$ cat src/rtl/cwa_pkg.sv
package cwa_pkg;
   function automatic int unsigned ceil_div(input int unsigned num, input int unsigned den);
      return (num + den - 1) / den;
   endfunction

   function automatic int unsigned bits_for(input int unsigned max_val);
      return (max_val < 2) ? 1 : $clog2(max_val + 1);
   endfunction
endpackage

$ cat src/rtl/cwa_init_timer.sv
module cwa_init_timer #(
   parameter int unsigned INIT_CYCLES = 800
) (
   input  logic clk,
   input  logic rst_n,
   output logic done
);
   localparam int unsigned CNT_W = cwa_pkg::bits_for(INIT_CYCLES);

   logic [CNT_W-1:0] cnt_q;

   always_ff @(posedge clk) begin
      if (!rst_n)
         cnt_q <= '0;
      else if (cnt_q != CNT_W'(INIT_CYCLES))
         cnt_q <= cnt_q + 1'b1;
   end

   assign done = (cnt_q == CNT_W'(INIT_CYCLES));
endmodule

$ cat src/rtl/cwa_port_arbiter.sv
module cwa_port_arbiter (
   input  logic init_done,
   input  logic eng_busy,
   input  logic host_req,
   input  logic prio_host,
   output logic grant
);
   logic host_wins;

   assign host_wins = host_req & prio_host;
   assign grant     = init_done & ~eng_busy & ~host_wins;
endmodule

$ cat src/rtl/cwa_frame_ctl.sv
module cwa_frame_ctl #(
   parameter int unsigned NCHUNK = 5,
   parameter int unsigned CW     = 3
) (
   input  logic          clk,
   input  logic          rst_n,
   input  logic          take,
   input  logic          last,
   input  logic          half,
   output logic [CW-1:0] idx
);
   localparam int unsigned WIDE_SLOTS = cwa_pkg::ceil_div(NCHUNK, 2);

   logic [CW-1:0] limit;

   assign limit = half ? CW'(NCHUNK) : CW'(WIDE_SLOTS);

   always_ff @(posedge clk) begin
      if (!rst_n)
         idx <= '0;
      else if (take) begin
         if (last)
            idx <= '0;
         else if (idx < limit)
            idx <= idx + 1'b1;
      end
   end
endmodule

$ cat src/rtl/cwa_word_latch.sv
module cwa_word_latch #(
   parameter int unsigned NW     = 16,
   parameter int unsigned NCHUNK = 5,
   parameter int unsigned CW     = 3
) (
   input  logic                 clk,
   input  logic                 rst_n,
   input  logic                 take,
   input  logic                 half,
   input  logic [CW-1:0]        idx,
   input  logic [2*NW-1:0]      din,
   output logic [NCHUNK*NW-1:0] merged
);
   for (genvar c = 0; c < NCHUNK; c++) begin : g_chunk
      localparam int unsigned SLOT = c / 2;
      localparam int unsigned PART = c % 2;

      logic [NW-1:0] held_q;
      logic [NW-1:0] next_v;
      logic [NW-1:0] wdata;
      logic          wr;

      always_comb begin
         if (half) begin
            wr    = (idx == CW'(c));
            wdata = din[NW-1:0];
         end else begin
            wr    = (idx == CW'(SLOT));
            wdata = din[PART*NW +: NW];
         end
         if (wr)
            next_v = wdata;
         else if (idx == '0)
            next_v = '0;
         else
            next_v = held_q;
      end

      always_ff @(posedge clk) begin
         if (!rst_n)
            held_q <= '0;
         else if (take)
            held_q <= next_v;
      end

      assign merged[c*NW +: NW] = next_v;
   end
endmodule

$ cat src/rtl/wide_cmd_assembler.sv
module wide_cmd_assembler #(
   parameter int unsigned DATA_W      = 80,
   parameter int unsigned NARROW_W    = 16,
   parameter int unsigned PORT_W      = 32,
   parameter int unsigned OP_W        = 4,
   parameter logic [3:0]  LOAD_CODE   = 4'h0,
   parameter int unsigned INIT_CYCLES = 800,
   parameter bit          HAS_NARROW  = 1'b1
) (
   input  logic              clk,
   input  logic              rst_n,
   input  logic              cfg_half,
   input  logic              din_en_n,
   input  logic [PORT_W-1:0] din,
   input  logic [OP_W-1:0]   op,
   input  logic              eng_busy,
   input  logic              host_req,
   input  logic              prio_host,
   output logic              din_ready,
   output logic              cmd_valid,
   output logic [OP_W-1:0]   cmd_op,
   output logic [DATA_W-1:0] cmd_data
);
   localparam int unsigned NCHUNK = DATA_W / NARROW_W;
   localparam int unsigned CW     = cwa_pkg::bits_for(NCHUNK);

   if (PORT_W != 2 * NARROW_W) begin : g_bad_port
      $error("PORT_W must be twice NARROW_W");
   end
   if (DATA_W % NARROW_W != 0) begin : g_bad_data
      $error("DATA_W must be a multiple of NARROW_W");
   end
   if (DATA_W <= PORT_W) begin : g_bad_depth
      $error("DATA_W must exceed PORT_W");
   end
   if (INIT_CYCLES < 1) begin : g_bad_init
      $error("INIT_CYCLES must be at least 1");
   end

   logic              half;
   logic              init_done;
   logic              grant;
   logic              is_last;
   logic              take;
   logic [CW-1:0]     idx;
   logic [DATA_W-1:0] merged;

   if (HAS_NARROW) begin : g_mode_sel
      assign half = cfg_half;
   end else begin : g_mode_fixed
      assign half = 1'b0;
   end

   cwa_init_timer #(.INIT_CYCLES(INIT_CYCLES)) init_i (
      .clk  (clk),
      .rst_n(rst_n),
      .done (init_done)
   );

   cwa_port_arbiter arb_i (
      .init_done(init_done),
      .eng_busy (eng_busy),
      .host_req (host_req),
      .prio_host(prio_host),
      .grant    (grant)
   );

   assign is_last   = (op != OP_W'(LOAD_CODE));
   assign take      = ~din_en_n & init_done & (~is_last | grant);
   assign din_ready = grant;

   cwa_frame_ctl #(.NCHUNK(NCHUNK), .CW(CW)) frame_i (
      .clk  (clk),
      .rst_n(rst_n),
      .take (take),
      .last (is_last),
      .half (half),
      .idx  (idx)
   );

   cwa_word_latch #(.NW(NARROW_W), .NCHUNK(NCHUNK), .CW(CW)) latch_i (
      .clk   (clk),
      .rst_n (rst_n),
      .take  (take),
      .half  (half),
      .idx   (idx),
      .din   (din),
      .merged(merged)
   );

   always_ff @(posedge clk) begin
      if (!rst_n) begin
         cmd_valid <= 1'b0;
         cmd_op    <= '0;
         cmd_data  <= '0;
      end else begin
         cmd_valid <= take & is_last;
         if (take & is_last) begin
            cmd_op   <= op;
            cmd_data <= merged;
         end
      end
   end
endmodule

$ cat config.mk
export PLATFORM = sky130hd
export DESIGN_NAME = wide_cmd_assembler
export DESIGN_NICKNAME = d
export VERILOG_FILES = /design/src/rtl/cwa_pkg.sv /design/src/rtl/cwa_init_timer.sv /design/src/rtl/cwa_port_arbiter.sv /design/src/rtl/cwa_frame_ctl.sv /design/src/rtl/cwa_word_latch.sv /design/src/rtl/wide_cmd_assembler.sv
export SDC_FILE = /design/constraint.sdc
export NUM_CORES = 1
export LEC_CHECK = 0
export BUFFER_PORTS_ARGS = -buffer_cell sky130_fd_sc_hd__buf_2
export CAP_MARGIN = 0
export CORE_ASPECT_RATIO = 0.6
export CORE_MARGIN = 10
export CORE_UTILIZATION = 30
export CTS_CLUSTER_DIAMETER = 60
export DETAILED_ROUTE_END_ITERATION = 8
export SETUP_SLACK_MARGIN = 0.15
export SYNTH_ARGS = -nofsm -noshare
export SYNTH_HDL_FRONTEND = slang
export SYNTH_SLANG_ARGS = --single-unit
$ cat constraint.sdc
create_clock -name clk -period 2.45 [get_ports clk]
set_input_delay 0.735 -clock clk [delete_from_list [all_inputs] [get_ports clk]]
set_output_delay 0.735 -clock clk [all_outputs]
set_load 0.02 [all_outputs]
Word-level counts from Yosys, hierarchy flattened
Index checks and enable logic that the tools add are counted.
{"block": "totals", "inputBits": 43, "out_inout_bits": 86, "register_bits": 178}
{"block": "classes", "add_sub_neg": 2, "n_mux": 17, "n_eq_ne": 6, "bitwise": 11, "reduce_logical": 4, "magnitude_cmp": 1}
{"operator": "two-way mux 16 bit", "n": 10}
{"operator": "adder 10 x 1 -> 10 bit, second input constant", "n": 1}
{"operator": "equality test 10 bit, second input constant", "n": 1}
{"operator": "!= test 10 bit, second input constant", "n": 1}
{"operator": "two-way mux 3 bit", "n": 3}
{"operator": "AND 1 bit", "n": 6}
{"operator": "equality test 3 x 2 -> 1 bit, second input constant", "n": 2}
{"operator": "two-way mux 1 bit", "n": 4}
{"operator": "NOT 1 bit", "n": 4}
{"operator": "nonzero test 4 bit", "n": 1}
{"operator": "adder 3 x 1 -> 3 bit, second input constant", "n": 1}
{"operator": "equality test 3 x 1 -> 1 bit, second input constant", "n": 1}
{"operator": "equality test 3 bit, second input constant", "n": 1}
{"operator": "zero test 3 bit", "n": 1}
{"operator": "less-than comparator 3 bit", "n": 1}
{"operator": "AND reduction 2 bit", "n": 1}
{"operator": "nonzero test 2 bit", "n": 1}
{"operator": "OR 1 bit", "n": 1}

Longest topological paths before layout
Gate-level depths: netlist of run 1.
{"block": "depth", "word_depth": 6, "depth_mapped": 9}

Hierarchy
Synthesis of run 1 repeated with hierarchy kept, for this count alone.
{"block": "unflattened", "cells_unflattened": 928, "area_unflattened_um2": 8179.1}
{"module": "cwa_word_latch", "area_per_inst_um2": 4063.9, "cells_each": 473, "instances": 1, "seq_area_each_um2": 1601.5}
{"module": "wide_cmd_assembler", "area_per_inst_um2": 3375.7, "cells_each": 372, "instances": 1, "seq_area_each_um2": 1701.6}
{"module": "cwa_init_timer", "area_per_inst_um2": 495.5, "cells_each": 56, "instances": 1, "seq_area_each_um2": 200.2}
{"module": "cwa_frame_ctl", "area_per_inst_um2": 227.7, "cells_each": 25, "instances": 1, "seq_area_each_um2": 60.1}
{"module": "cwa_port_arbiter", "area_per_inst_um2": 16.3, "cells_each": 2, "instances": 1, "seq_area_each_um2": 0.0}

Worst setup path after synthesis of run 1
OpenSTA, ideal clock, no wires.
{"block": "synth_timing", "kind": "input to register", "startpoint": "input op[3]", "endpoint": "register latch_i.g_chunk[4].held_q[0]", "setup_slack_ns": 0.307, "setup_time_ns": 0.068, "cell_stages": 6, "arrival_time_ns": 2.075, "cell_sequence": "nor4_4 -> nor2_4 -> or4_4 -> buf_6 -> buf_12 -> o2bb2ai_2"}
{"block": "synth_via", "elab_chain_cells": 4}
{"item": "start, declared", "line": "wide_cmd_assembler.sv:15", "source": "input logic [OP_W-1:0] op,"}
{"item": "nonzero test 4 bit", "line": "wide_cmd_assembler.sv:68", "source": "assign is_last = (op != OP_W'(LOAD_CODE));"}
{"item": "NOT 1 bit", "line": "wide_cmd_assembler.sv:69", "source": "assign take = ~din_en_n & init_done & (~is_last | grant);"}
{"item": "OR 1 bit", "line": "wide_cmd_assembler.sv:69"}
{"item": "AND 1 bit", "line": "wide_cmd_assembler.sv:69"}
{"item": "end signal, assigned", "line": "cwa_word_latch.sv:43", "source": "held_q <= next_v;"}
{"item": "end, declared", "line": "cwa_word_latch.sv:18", "source": "logic [NW-1:0] held_q;"}
No other way between the ends.
A chain may end at the register's enable or synchronous reset.

Worst setup path in the final report of run 1
{"block": "layout_timing", "startpoint": "register init_i.cnt_q[0]", "endpoint": "output din_ready"}
{"block": "layout_via", "elab_chain_cells": 3}
{"item": "start, declared", "line": "cwa_init_timer.sv:10", "source": "logic [CNT_W-1:0] cnt_q;"}
{"item": "start signal, assigned", "line": "cwa_init_timer.sv:16", "source": "cnt_q <= cnt_q + 1'b1;"}
{"item": "equality test 10 bit", "line": "cwa_init_timer.sv:19", "source": "assign done = (cnt_q == CNT_W'(INIT_CYCLES));"}
{"item": "AND 1 bit (2 in series)", "line": "cwa_port_arbiter.sv:11", "source": "assign grant = init_done & ~eng_busy & ~host_wins;"}
{"item": "end, declared", "line": "wide_cmd_assembler.sv:19", "source": "output logic din_ready,"}
No other way between the ends.

==> flow_summary.html, run 1 <==
<table>
<tr><th>Metric</th><th>Value</th></tr>
<tr><th colspan="2">Logic synthesis</th></tr>
<tr><td>Instance count of the mapped netlist</td><td>between 800 and 900</td></tr>
<tr><td>Multiplexer fraction of the synthesized cell area</td><td>0.0564</td></tr>
<tr><td>Commonest cells in the synthesized netlist</td><td>sky130_fd_sc_hd__dfxtp_1, sky130_fd_sc_hd__nand2_1, sky130_fd_sc_hd__a21oi_1</td></tr>
<tr><td>Adder and majority cell fraction of the synthesized area</td><td>0.0138</td></tr>
<tr><td>Library cell with the largest summed area after synthesis</td><td>sky130_fd_sc_hd__dfxtp_1</td></tr>
<tr><td>Top-area cell type share of the netlist area</td><td>0.436</td></tr>
<tr><td>Basic-gate share of the synthesized area counting and, or, nand and nor cells</td><td>0.140</td></tr>
<tr><td>Synthesis Warnings</td><td>0</td></tr>
<tr><td>Mapped cell area</td><td>0.00817 mm2</td></tr>
<tr><td>Main synth FF type</td><td>sky130_fd_sc_hd__dfxtp_1</td></tr>
<tr><td>Mean area per synthesized cell</td><td>roughly 9.2 um2</td></tr>
<tr><td>Leading post-synthesis cells by cell area</td><td>sky130_fd_sc_hd__dfxtp_1, sky130_fd_sc_hd__nand2_1, sky130_fd_sc_hd__mux2i_1</td></tr>
<tr><td>Leading cell type by number of instances after synthesis</td><td>sky130_fd_sc_hd__dfxtp_1</td></tr>
<tr><td>Number of flops mapped to enable cells by yosys</td><td>0</td></tr>
<tr><td>Compound-Gate Fraction of Synth Area</td><td>0.287</td></tr>
<tr><td>Synth async-reset ratio</td><td>0</td></tr>
<tr><td>Area share of xor/xnor cells in the synthesized design</td><td>0.00858</td></tr>
<tr><td>Flip-flop and latch count after synthesis</td><td>178</td></tr>
<tr><td>Largest family of logic cells by synthesized area</td><td>compound AO/OA/AOI/OAI gates</td></tr>
<tr><td>Sequential-to-total area share from yosys stat</td><td>0.436</td></tr>
<tr><td>Post-synthesis cell type count</td><td>56</td></tr>
<tr><td>Number of nets in the synthesized netlist</td><td>roughly 940</td></tr>
<tr><th colspan="2">Pwr</th></tr>
<tr><td>Post-layout power</td><td>5.96 mW</td></tr>
<tr><td>Leakage</td><td>3.81 nW</td></tr>
<tr><td>Pwr per Cell Area</td><td>601 mW/mm2</td></tr>
<tr><td>Peak VDD IR</td><td>270 uV</td></tr>
<tr><th colspan="2">Drt</th></tr>
<tr><td>Wire length per cell</td><td>20.7 um</td></tr>
<tr><td>Mean number of vias per cell</td><td>roughly 5.3</td></tr>
<tr><td>First-pass iteration count of the detailed router</td><td>4</td></tr>
<tr><td>Total via count after detailed routing</td><td>7209</td></tr>
<tr><td>Number of nets with antenna violations after detailed routing</td><td>0</td></tr>
<tr><td>First-iteration detailed-routing DRC count</td><td>655</td></tr>
<tr><td>Number of design rule violations left after detail routing</td><td>0</td></tr>
<tr><td>Final wirelength</td><td>28200 um</td></tr>
<tr><th colspan="2">Flow run</th></tr>
<tr><td>Max-capacitance violation count</td><td>0</td></tr>
<tr><th colspan="2">Critical path</th></tr>
<tr><td>R2R Path Start</td><td>frame_i.idx[0]</td></tr>
<tr><td>CP max stage delay</td><td>0.34 ns</td></tr>
<tr><td>Worst path cell trace</td><td>inv_1 &gt; ha_1 &gt; and2_4 &gt; nand4_4 &gt; nor2_4 &gt; buf_6</td></tr>
<tr><td>Data arrival at the endpoint of the critical path</td><td>1.53 ns</td></tr>
<tr><td>Worst setup path startpoint</td><td>init_i.cnt_q[0]</td></tr>
<tr><td>Critical register-to-register path endpoint</td><td>cmd_data[49]</td></tr>
<tr><td>Crit. End Element</td><td>primary output</td></tr>
<tr><td>Cell with the largest stage delay on the worst path</td><td>sky130_fd_sc_hd__dfxtp_2</td></tr>
<tr><td>Element type at the critical path start</td><td>flip-flop</td></tr>
<tr><td>Termination of the worst setup path</td><td>din_ready</td></tr>
<tr><td>Reg2Reg Depth</td><td>8</td></tr>
<tr><td>Worst Path Class, Setup</td><td>reg2out</td></tr>
<tr><td>Reg2reg setup slack</td><td>0.29 ns</td></tr>
<tr><td>Largest driver fanout on the critical path</td><td>4</td></tr>
<tr><td>CP required</td><td>1.71 ns</td></tr>
<tr><th colspan="2">STA</th></tr>
<tr><td>Min Hold Slack</td><td>~0.46 ns</td></tr>
<tr><td>Max Slew Vio Count</td><td>0</td></tr>
<tr><td>Minimum clock period</td><td>2.27 ns</td></tr>
<tr><td>Max Fclk</td><td>between 400 and 500 MHz</td></tr>
<tr><td>RSZ-0062 raised after global routing</td><td>yes</td></tr>
<tr><td>Clock Skews</td><td>0.0144 ns</td></tr>
<tr><td>Worst slew slack as a fraction of its limit</td><td>0.565</td></tr>
<tr><td>Least-Margin Pin Slew</td><td>0.652 ns</td></tr>
<tr><td>Final setup viols</td><td>0</td></tr>
<tr><td>Fin. Hold Viols</td><td>0</td></tr>
<tr><td>Post-route worst setup slack</td><td>approximately 0.18 ns</td></tr>
<tr><td>Portion of the clock cycle consumed by the worst path in the final layout</td><td>0.926</td></tr>
<tr><th colspan="2">GRT</th></tr>
<tr><td>First-pass GRT wire length</td><td>43500 um</td></tr>
<tr><td>All-layer global routing usage</td><td>0.163</td></tr>
<tr><td>Antenna violations before repair</td><td>7</td></tr>
<tr><td>Number of global-route vias before repair</td><td>a little under 7000</td></tr>
<tr><td>Largest net degree at the start of global routing</td><td>95</td></tr>
<tr><td>Sum of overflow across all layers after global routing</td><td>0</td></tr>
<tr><th colspan="2">Floorplanning</th></tr>
<tr><td>Boundary Pins</td><td>129</td></tr>
<tr><td>Chip Width</td><td>233 um</td></tr>
<tr><td>Die Outline Area</td><td>~0.034 mm2</td></tr>
<tr><td>Die Ht</td><td>around 150 um</td></tr>
<tr><td>Standard cell core area</td><td>0.0266 mm2</td></tr>
<tr><td>Standard-cell rows</td><td>46</td></tr>
<tr><td>Initial core utilization</td><td>0.307</td></tr>
<tr><th colspan="2">Cells and area</th></tr>
<tr><td>Area taken by multi-input logic gates</td><td>around 0.0042 mm2</td></tr>
<tr><td>Area taken by flip-flops and latches</td><td>0.00357 mm2</td></tr>
<tr><td>Area grow syn2layout</td><td>21.4%</td></tr>
<tr><td>Final Util</td><td>0.373</td></tr>
<tr><td>Fraction of final layout cells with drive strength greater than 1</td><td>0.253</td></tr>
<tr><td>Final Net Count</td><td>1039</td></tr>
<tr><td>Number of fill cells</td><td>2701</td></tr>
<tr><th colspan="2">Clocking</th></tr>
<tr><td>Latest clock arrival within the worst-skew pair</td><td>0.44 ns</td></tr>
<tr><td>H-tree depth</td><td>4</td></tr>
<tr><td>Root buffer selected by CTS</td><td>sky130_fd_sc_hd__clkbuf_16</td></tr>
<tr><td>Clk pin slew, worst setup/hold paths</td><td>0.07 ns</td></tr>
<tr><td>Number of clock buffers inserted by TritonCTS</td><td>17</td></tr>
<tr><td>TritonCTS clock tree</td><td>built</td></tr>
<tr><td>CTS max path bufs</td><td>2</td></tr>
<tr><td>Number of clock sinks</td><td>178</td></tr>
<tr><th colspan="2">Place</th></tr>
<tr><td>Post-detail-place hpwl</td><td>19400 um</td></tr>
<tr><td>Buffers added on ports</td><td>128</td></tr>
<tr><td>Final GP Congestion</td><td>0.845</td></tr>
<tr><td>Worst slack at placement</td><td>-0.0427 ns</td></tr>
<tr><th colspan="2">Status</th></tr>
<tr><td>Run status</td><td>finished, final reports clean</td></tr>
<tr><th colspan="2">Worst hold path</th></tr>
<tr><td>Worst min path class</td><td>reg2reg</td></tr>
</table>
==> where the power goes <==
group	internal [mW]	leakage, nW	switching [mW]
clock	1.48	0.268	1.24
sequential	2.90	1.43	0.00518
combinational	0.0946	2.11	0.247
total	4.47	3.81	1.49
==> stage by stage <==
step / instances / instance area [um2] / TNS (ns)
final: 1364 / 9910 / 0
after global routing: 1362 / 9910 / 0
after CTS: 1360 / 9890 / 0
after detailed placement: 1326 / 9290 / -0.462
after global placement: 1326 / 9290 / 0
after floorplan: 883 / 8170 / 0
==> what timing repair did <==
action | in CTS | in global routing
hold buffers | 0 | 0
resized for setup | 5 | 5
setup buffers | 2 | 0
pin swaps | 3 | 2
setup endpoints to repair | 1 | 43
gates cloned | 0 | 0
==> final cells by class <==
type / instances / area share
multi-input combinational: 611 / 0.421
sequential: 178 / 0.360
timing repair buffer: 170 / 0.111
inverter: 9 / 0.00341
clock inverter: 11 / 0.0105
clock buffer: 21 / 0.0475
tap: 360 / 0.0454
antenna: 4 / 0.00101
==> registers in the layout, summed over array words and instances (netlist names) <==
signal	cells
latch_i.g_chunk.held_q	80
init_i.cnt_q	10
frame_i.idx	3
cmd_valid	1
cmd_op	4
cmd_data	80
==> worst max-delay path, delay by kind of cell (launching register included) <==
family | cells | cell delay [ns]
simple gates | 3 | 0.43
fa+ha+maj | 1 | 0.14
flops | 1 | 0.34
buf+inv | 2 | 0.18
==> layout by cell type (no fill, tap or decap), types with 4 or more instances in the layout <==
cell type / count
sky130_fd_sc_hd__a21boi_0: 16
sky130_fd_sc_hd__a21oi_1: 65
sky130_fd_sc_hd__clkbuf_16: 17
sky130_fd_sc_hd__buf_4: 32
sky130_fd_sc_hd__buf_2: 126
sky130_fd_sc_hd__ha_1: 9
sky130_fd_sc_hd__nand3_1: 22
sky130_fd_sc_hd__o21ai_0: 39
sky130_fd_sc_hd__o2bb2ai_2: 30
sky130_fd_sc_hd__a311oi_1: 16
sky130_fd_sc_hd__a22o_1: 12
sky130_fd_sc_hd__a21o_1: 21
sky130_fd_sc_hd__buf_12: 11
sky130_fd_sc_hd__and2_1: 17
sky130_fd_sc_hd__o21ai_1: 6
sky130_fd_sc_hd__clkinvlp_4: 5
sky130_fd_sc_hd__dfxtp_1: 175
sky130_fd_sc_hd__and3_1: 6
sky130_fd_sc_hd__o22ai_1: 20
sky130_fd_sc_hd__a211oi_1: 16
sky130_fd_sc_hd__o211ai_1: 49
sky130_fd_sc_hd__o221ai_1: 16
sky130_fd_sc_hd__nand2_1: 139
sky130_fd_sc_hd__mux2i_1: 46
sky130_fd_sc_hd__xor2_1: 6
sky130_fd_sc_hd__inv_1: 9
sky130_fd_sc_hd__nor2_1: 13
sky130_fd_sc_hd__nand3b_1: 5
sky130_fd_sc_hd__diode_2: 4
==> cell families (layout without fill, tap and decap cells) <==
logic type	after synthesis	after routing
buffers and inverters	94	211
and+or+nand+nor	234	234
DFF	178	178
other	0	4
xor gates and xnor gates	8	8
AOI/OAI and AO/OA	314	314
adders and majority gates	9	9
muxes	46	46
==> worst min-delay path by stage <==
stage,end,cells past startpoint,slack (ns),startpoint
floorplan,latch_i.g_chunk[4].held_q[15],1,0.42,latch_i.g_chunk[4].held_q[15]
global placement,latch_i.g_chunk[4].held_q[15],1,0.44,latch_i.g_chunk[4].held_q[15]
detailed placement,latch_i.g_chunk[4].held_q[15],1,0.45,latch_i.g_chunk[4].held_q[15]
CTS,latch_i.g_chunk[3].held_q[13],2,0.46,latch_i.g_chunk[3].held_q[13]
global route,latch_i.g_chunk[0].held_q[9],2,0.47,latch_i.g_chunk[0].held_q[9]
finish,latch_i.g_chunk[3].held_q[13],2,0.46,latch_i.g_chunk[3].held_q[13]
==> layer usage <==
layer  global-route usage  part of all wire
met1                0.232              0.49
met2                0.228              0.41
met3               0.0510             0.080
met4               0.0488             0.019
met5                    0           0.00046
Power figures use the tool's default switching activity.
==> inputs of run 2 (changes only) <==
--- a/config.mk
+++ b/config.mk
@@ -9,10 +9,12 @@
 export CAP_MARGIN = 0
 export CORE_ASPECT_RATIO = 0.6
 export CORE_MARGIN = 10
-export CORE_UTILIZATION = 30
+export CORE_UTILIZATION = 50
 export CTS_CLUSTER_DIAMETER = 60
 export DETAILED_ROUTE_END_ITERATION = 8
+export PLACE_DENSITY = 0.72
 export SETUP_SLACK_MARGIN = 0.15
 export SYNTH_ARGS = -nofsm -noshare
 export SYNTH_HDL_FRONTEND = slang
 export SYNTH_SLANG_ARGS = --single-unit
+export TNS_END_PERCENT = 30
==> run 2 against run 1 <==
Effect of this change: combinational power fell by 5.9%; total power rose by 0.86%; via count fell by 0.75%; clock power grew 3%; sequential cell count did not move; routed wire length decreased by 14%; die area decreased by 36%; global-route usage up 5.3 points; fmax about the same; clock skew grew 0.0019 ns; non-clock buffer count shrank 4.
==> flow_summary.html, run 2 (same netlist as run 1, synthesis figures left out) <==
<table>
<tr><th>Metric</th><th>Value</th></tr>
<tr><th colspan="2">Floorplanning</th></tr>
<tr><td>Standard-cell rows</td><td>36 (-22%)</td></tr>
<tr><td>Die Outline Area</td><td>0.0220 mm2 (-36%)</td></tr>
<tr><td>Die Ht</td><td>119 um (-19%)</td></tr>
<tr><td>Boundary Pins</td><td>129 (unchanged)</td></tr>
<tr><td>Initial core utilization</td><td>0.506 (+0.199)</td></tr>
<tr><td>Chip Width</td><td>185 um (-21%)</td></tr>
<tr><td>Standard cell core area</td><td>0.0161 mm2 (-39%)</td></tr>
<tr><th colspan="2">Clocking</th></tr>
<tr><td>Number of clock buffers inserted by TritonCTS</td><td>17 (unchanged)</td></tr>
<tr><td>CTS max path bufs</td><td>2 (unchanged)</td></tr>
<tr><td>TritonCTS clock tree</td><td>built</td></tr>
<tr><td>Number of clock sinks</td><td>178 (unchanged)</td></tr>
<tr><td>H-tree depth</td><td>4 (unchanged)</td></tr>
<tr><td>Number of buffers inserted for hold repair after clock tree synthesis</td><td>0 (unchanged)</td></tr>
<tr><td>Latest clock arrival within the worst-skew pair</td><td>0.43 ns (about the same)</td></tr>
<tr><td>Clk pin slew, worst setup/hold paths</td><td>0.07 ns (about the same)</td></tr>
<tr><td>Root buffer selected by CTS</td><td>sky130_fd_sc_hd__clkbuf_16</td></tr>
<tr><th colspan="2">Pwr</th></tr>
<tr><td>Switch Pwr</td><td>1.54 mW (+3.4%)</td></tr>
<tr><td>Pwr per Cell Area</td><td>618 mW/mm2 (+2.8%)</td></tr>
<tr><td>Internal</td><td>4.47 mW (about the same)</td></tr>
<tr><td>Switching part of the total power</td><td>0.256 (+0.00639)</td></tr>
<tr><td>Peak VDD IR</td><td>405 uV (+50%)</td></tr>
<tr><td>Power share of the combinational group</td><td>0.053 (-0.004)</td></tr>
<tr><td>Leakage</td><td>3.83 nW (+0.31%)</td></tr>
<tr><td>Relative contribution of sequential cells to total power</td><td>0.482 (-0.005)</td></tr>
<tr><td>Clock network power share</td><td>0.464 (+0.008)</td></tr>
<tr><th colspan="2">STA</th></tr>
<tr><td>Max Slew Vio Count</td><td>0 (unchanged)</td></tr>
<tr><td>Final setup viols</td><td>0 (unchanged)</td></tr>
<tr><td>Max Fclk</td><td>441 MHz (about the same)</td></tr>
<tr><td>RSZ-0062 raised after global routing</td><td>yes</td></tr>
<tr><td>Worst slew slack as a fraction of its limit</td><td>0.590 (+0.0250)</td></tr>
<tr><td>Minimum clock period</td><td>2.27 ns (+0.00143 ns)</td></tr>
<tr><td>Clock Skews</td><td>0.0164 ns (+0.00194 ns)</td></tr>
<tr><td>Post-route worst setup slack</td><td>0.180 ns (-0.00143 ns)</td></tr>
<tr><td>Least-Margin Pin Slew</td><td>0.616 ns (-0.0368 ns)</td></tr>
<tr><td>Portion of the clock cycle consumed by the worst path in the final layout</td><td>0.926 (about the same)</td></tr>
<tr><td>Total negative slack for setup checks</td><td>0 ns (unchanged)</td></tr>
<tr><td>Fin. Hold Viols</td><td>0 (unchanged)</td></tr>
<tr><th colspan="2">Place</th></tr>
<tr><td>Buffers added on ports</td><td>128 (unchanged)</td></tr>
<tr><td>Final GP Congestion</td><td>0.953 (+13%)</td></tr>
<tr><td>Worst slack at placement</td><td>0.0790 ns (+0.122 ns)</td></tr>
<tr><td>Post-detail-place hpwl</td><td>16400 um (-16%)</td></tr>
<tr><th colspan="2">Cells and area</th></tr>
<tr><td>Area taken by multi-input logic gates</td><td>0.00417 mm2 (-0.21%)</td></tr>
<tr><td>Number of fill cells</td><td>1390 (-49%)</td></tr>
<tr><td>Commonest non-fill, non-tap cells in the layout</td><td>sky130_fd_sc_hd__dfxtp_1, sky130_fd_sc_hd__nand2_1, sky130_fd_sc_hd__buf_2, sky130_fd_sc_hd__a21oi_1, sky130_fd_sc_hd__o211ai_1</td></tr>
<tr><td>Area taken by flip-flops and latches</td><td>0.00357 mm2 (about the same)</td></tr>
<tr><td>Leading registers by flop count</td><td>cmd_data (80), latch_i.g_chunk.held_q (80), init_i.cnt_q (10)</td></tr>
<tr><td>Final antenna diode count</td><td>0 (-4)</td></tr>
<tr><td>Final Net Count</td><td>1035 (-0.38%)</td></tr>
<tr><td>Most common cell after layout, fill and taps aside</td><td>sky130_fd_sc_hd__dfxtp_1</td></tr>
<tr><td>Fraction of final layout cells with drive strength greater than 1</td><td>0.248 (-0.00501)</td></tr>
<tr><td>Area grow syn2layout</td><td>19.1%</td></tr>
<tr><th colspan="2">Drt</th></tr>
<tr><td>First-pass iteration count of the detailed router</td><td>5 (+1)</td></tr>
<tr><td>Wire length per cell</td><td>20.1 um (-2.7%)</td></tr>
<tr><td>Total via count after detailed routing</td><td>7155 (-0.75%)</td></tr>
<tr><td>Number of design rule violations left after detail routing</td><td>0 (unchanged)</td></tr>
<tr><td>Mean number of vias per cell</td><td>5.94 (+12%)</td></tr>
<tr><td>Number of nets with antenna violations after detailed routing</td><td>0 (unchanged)</td></tr>
<tr><td>Final wirelength</td><td>24300 um (-14%)</td></tr>
<tr><td>First-iteration detailed-routing DRC count</td><td>743 (+13%)</td></tr>
<tr><th colspan="2">Critical path</th></tr>
<tr><td>Buf+Inv Stages, Crit Path</td><td>1 (-1)</td></tr>
<tr><td>Worst path cell trace</td><td>nor4b_4 &gt; nand4_4 &gt; nor2_1 &gt; buf_4</td></tr>
<tr><td>Element type at the critical path start</td><td>flip-flop</td></tr>
<tr><td>Crit. End Element</td><td>primary output</td></tr>
<tr><td>Cell with the largest stage delay on the worst path</td><td>sky130_fd_sc_hd__nor4b_4</td></tr>
<tr><td>Data arrival at the endpoint of the critical path</td><td>1.53 ns (about the same)</td></tr>
<tr><td>Largest delay share family, worst path</td><td>simple AND/OR/NAND/NOR gates</td></tr>
<tr><td>Largest driver fanout on the critical path</td><td>3 (-1)</td></tr>
<tr><td>CP max stage delay</td><td>0.36 ns (+0.02 ns)</td></tr>
<tr><td>Worst Path Class, Setup</td><td>reg2out</td></tr>
<tr><td>CP required</td><td>1.71 ns (about the same)</td></tr>
<tr><th colspan="2">Flow run</th></tr>
<tr><td>Max-capacitance violation count</td><td>0 (unchanged)</td></tr>
<tr><th colspan="2">Status</th></tr>
<tr><td>Run status</td><td>finished, final reports clean</td></tr>
<tr><th colspan="2">GRT</th></tr>
<tr><td>All-layer global routing usage</td><td>0.216 (+0.0529)</td></tr>
<tr><td>Sum of overflow across all layers after global routing</td><td>0 (unchanged)</td></tr>
<tr><td>Number of global-route vias before repair</td><td>6848 (-0.87%)</td></tr>
<tr><td>Largest net degree at the start of global routing</td><td>99 (+4.2%)</td></tr>
<tr><td>First-pass GRT wire length</td><td>38300 um (-12%)</td></tr>
<tr><td>Antenna violations before repair</td><td>0 (-7)</td></tr>
<tr><th colspan="2">Worst hold path</th></tr>
<tr><td>Worst min path class</td><td>reg2reg</td></tr>
</table>
[run 2: cell count changes in the layout (fill, tap and decap cells not counted), moves of 4 or more]
cell | previous run | this run
sky130_fd_sc_hd__clkinvlp_4 | 5 | 1
sky130_fd_sc_hd__buf_4 | 32 | 27
sky130_fd_sc_hd__diode_2 | 4 | 0
sky130_fd_sc_hd__inv_8 | 0 | 5
[run 2: final timing paths]
kind | start | to | slack, ns | depth (start not counted)
setup / recovery | init_i.cnt_q[6] | din_ready | 0.18 | 4
hold / removal | latch_i.g_chunk[0].held_q[0] | latch_i.g_chunk[0].held_q[0] | 0.46 | 2
setup reg to reg | frame_i.idx[1] | latch_i.g_chunk[3].held_q[0] | 0.31 | 6
hold reg to reg | latch_i.g_chunk[0].held_q[0] | latch_i.g_chunk[0].held_q[0] | 0.46 | 2
[run 2: repair_timing]
action,CTS,global route
endpoints found under the setup margin,1,29
pin swaps,2,0
gates resized for setup,4,1
buffers inserted,3,0
[run 2: layer usage]
metal  global-route usage  up-vias  routed length [um]
met2                0.321      284               10300
li1                     -     3446                   -
met5                    0        -                   0
met1                0.298     3398               11400
met3               0.0641       27                2240
met4               0.0561        0                 364
[run 2: metrics by stage]
| stage | utilization | total power [mW] | cell area [um2] | hold slack, ns | cells |
|---|---|---|---|---|---|
| floorplan | - | 3.13 | 8170 | 0.424 | 883 |
| global placement | 0.564 | 3.28 | 9090 | 0.439 | 1170 |
| detailed placement | 0.564 | 3.28 | 9090 | 0.444 | 1170 |
| CTS | 0.603 | 6.03 | 9720 | 0.459 | 1205 |
| global route | 0.603 | 6.17 | 9720 | 0.473 | 1205 |
| finish | 0.603 | 6.01 | 9720 | 0.459 | 1205 |
[run 2: cell type report]
type	instances	area share
clock buffers	18	0.0452
flip-flops and latches	178	0.367
clock inverters	14	0.0167
inverters	9	0.00347
multi-input cells	611	0.429
well taps	209	0.0269
repair buffers	166	0.112
[run 2: power by group through the flow]
stage	clock [mW]	sequential, mW	combinational [mW]
after floorplan	0	2.97	0.161
after detailed placement	0	2.97	0.311
after CTS	2.81	2.90	0.314
after global placement	0	2.97	0.309
after global routing	2.93	2.90	0.341
final	2.79	2.90	0.321
[run 2: worst reg2reg max path, delay by kind of cell (launching register included)]
kind                       cells  cell delay [ns]
AOI/OAI and AO/OA              2             0.42
adders and majority gates      1             0.29
buffers and inverters          1             0.11
DFF                            1             0.41
and+or+nand+nor                2             0.80
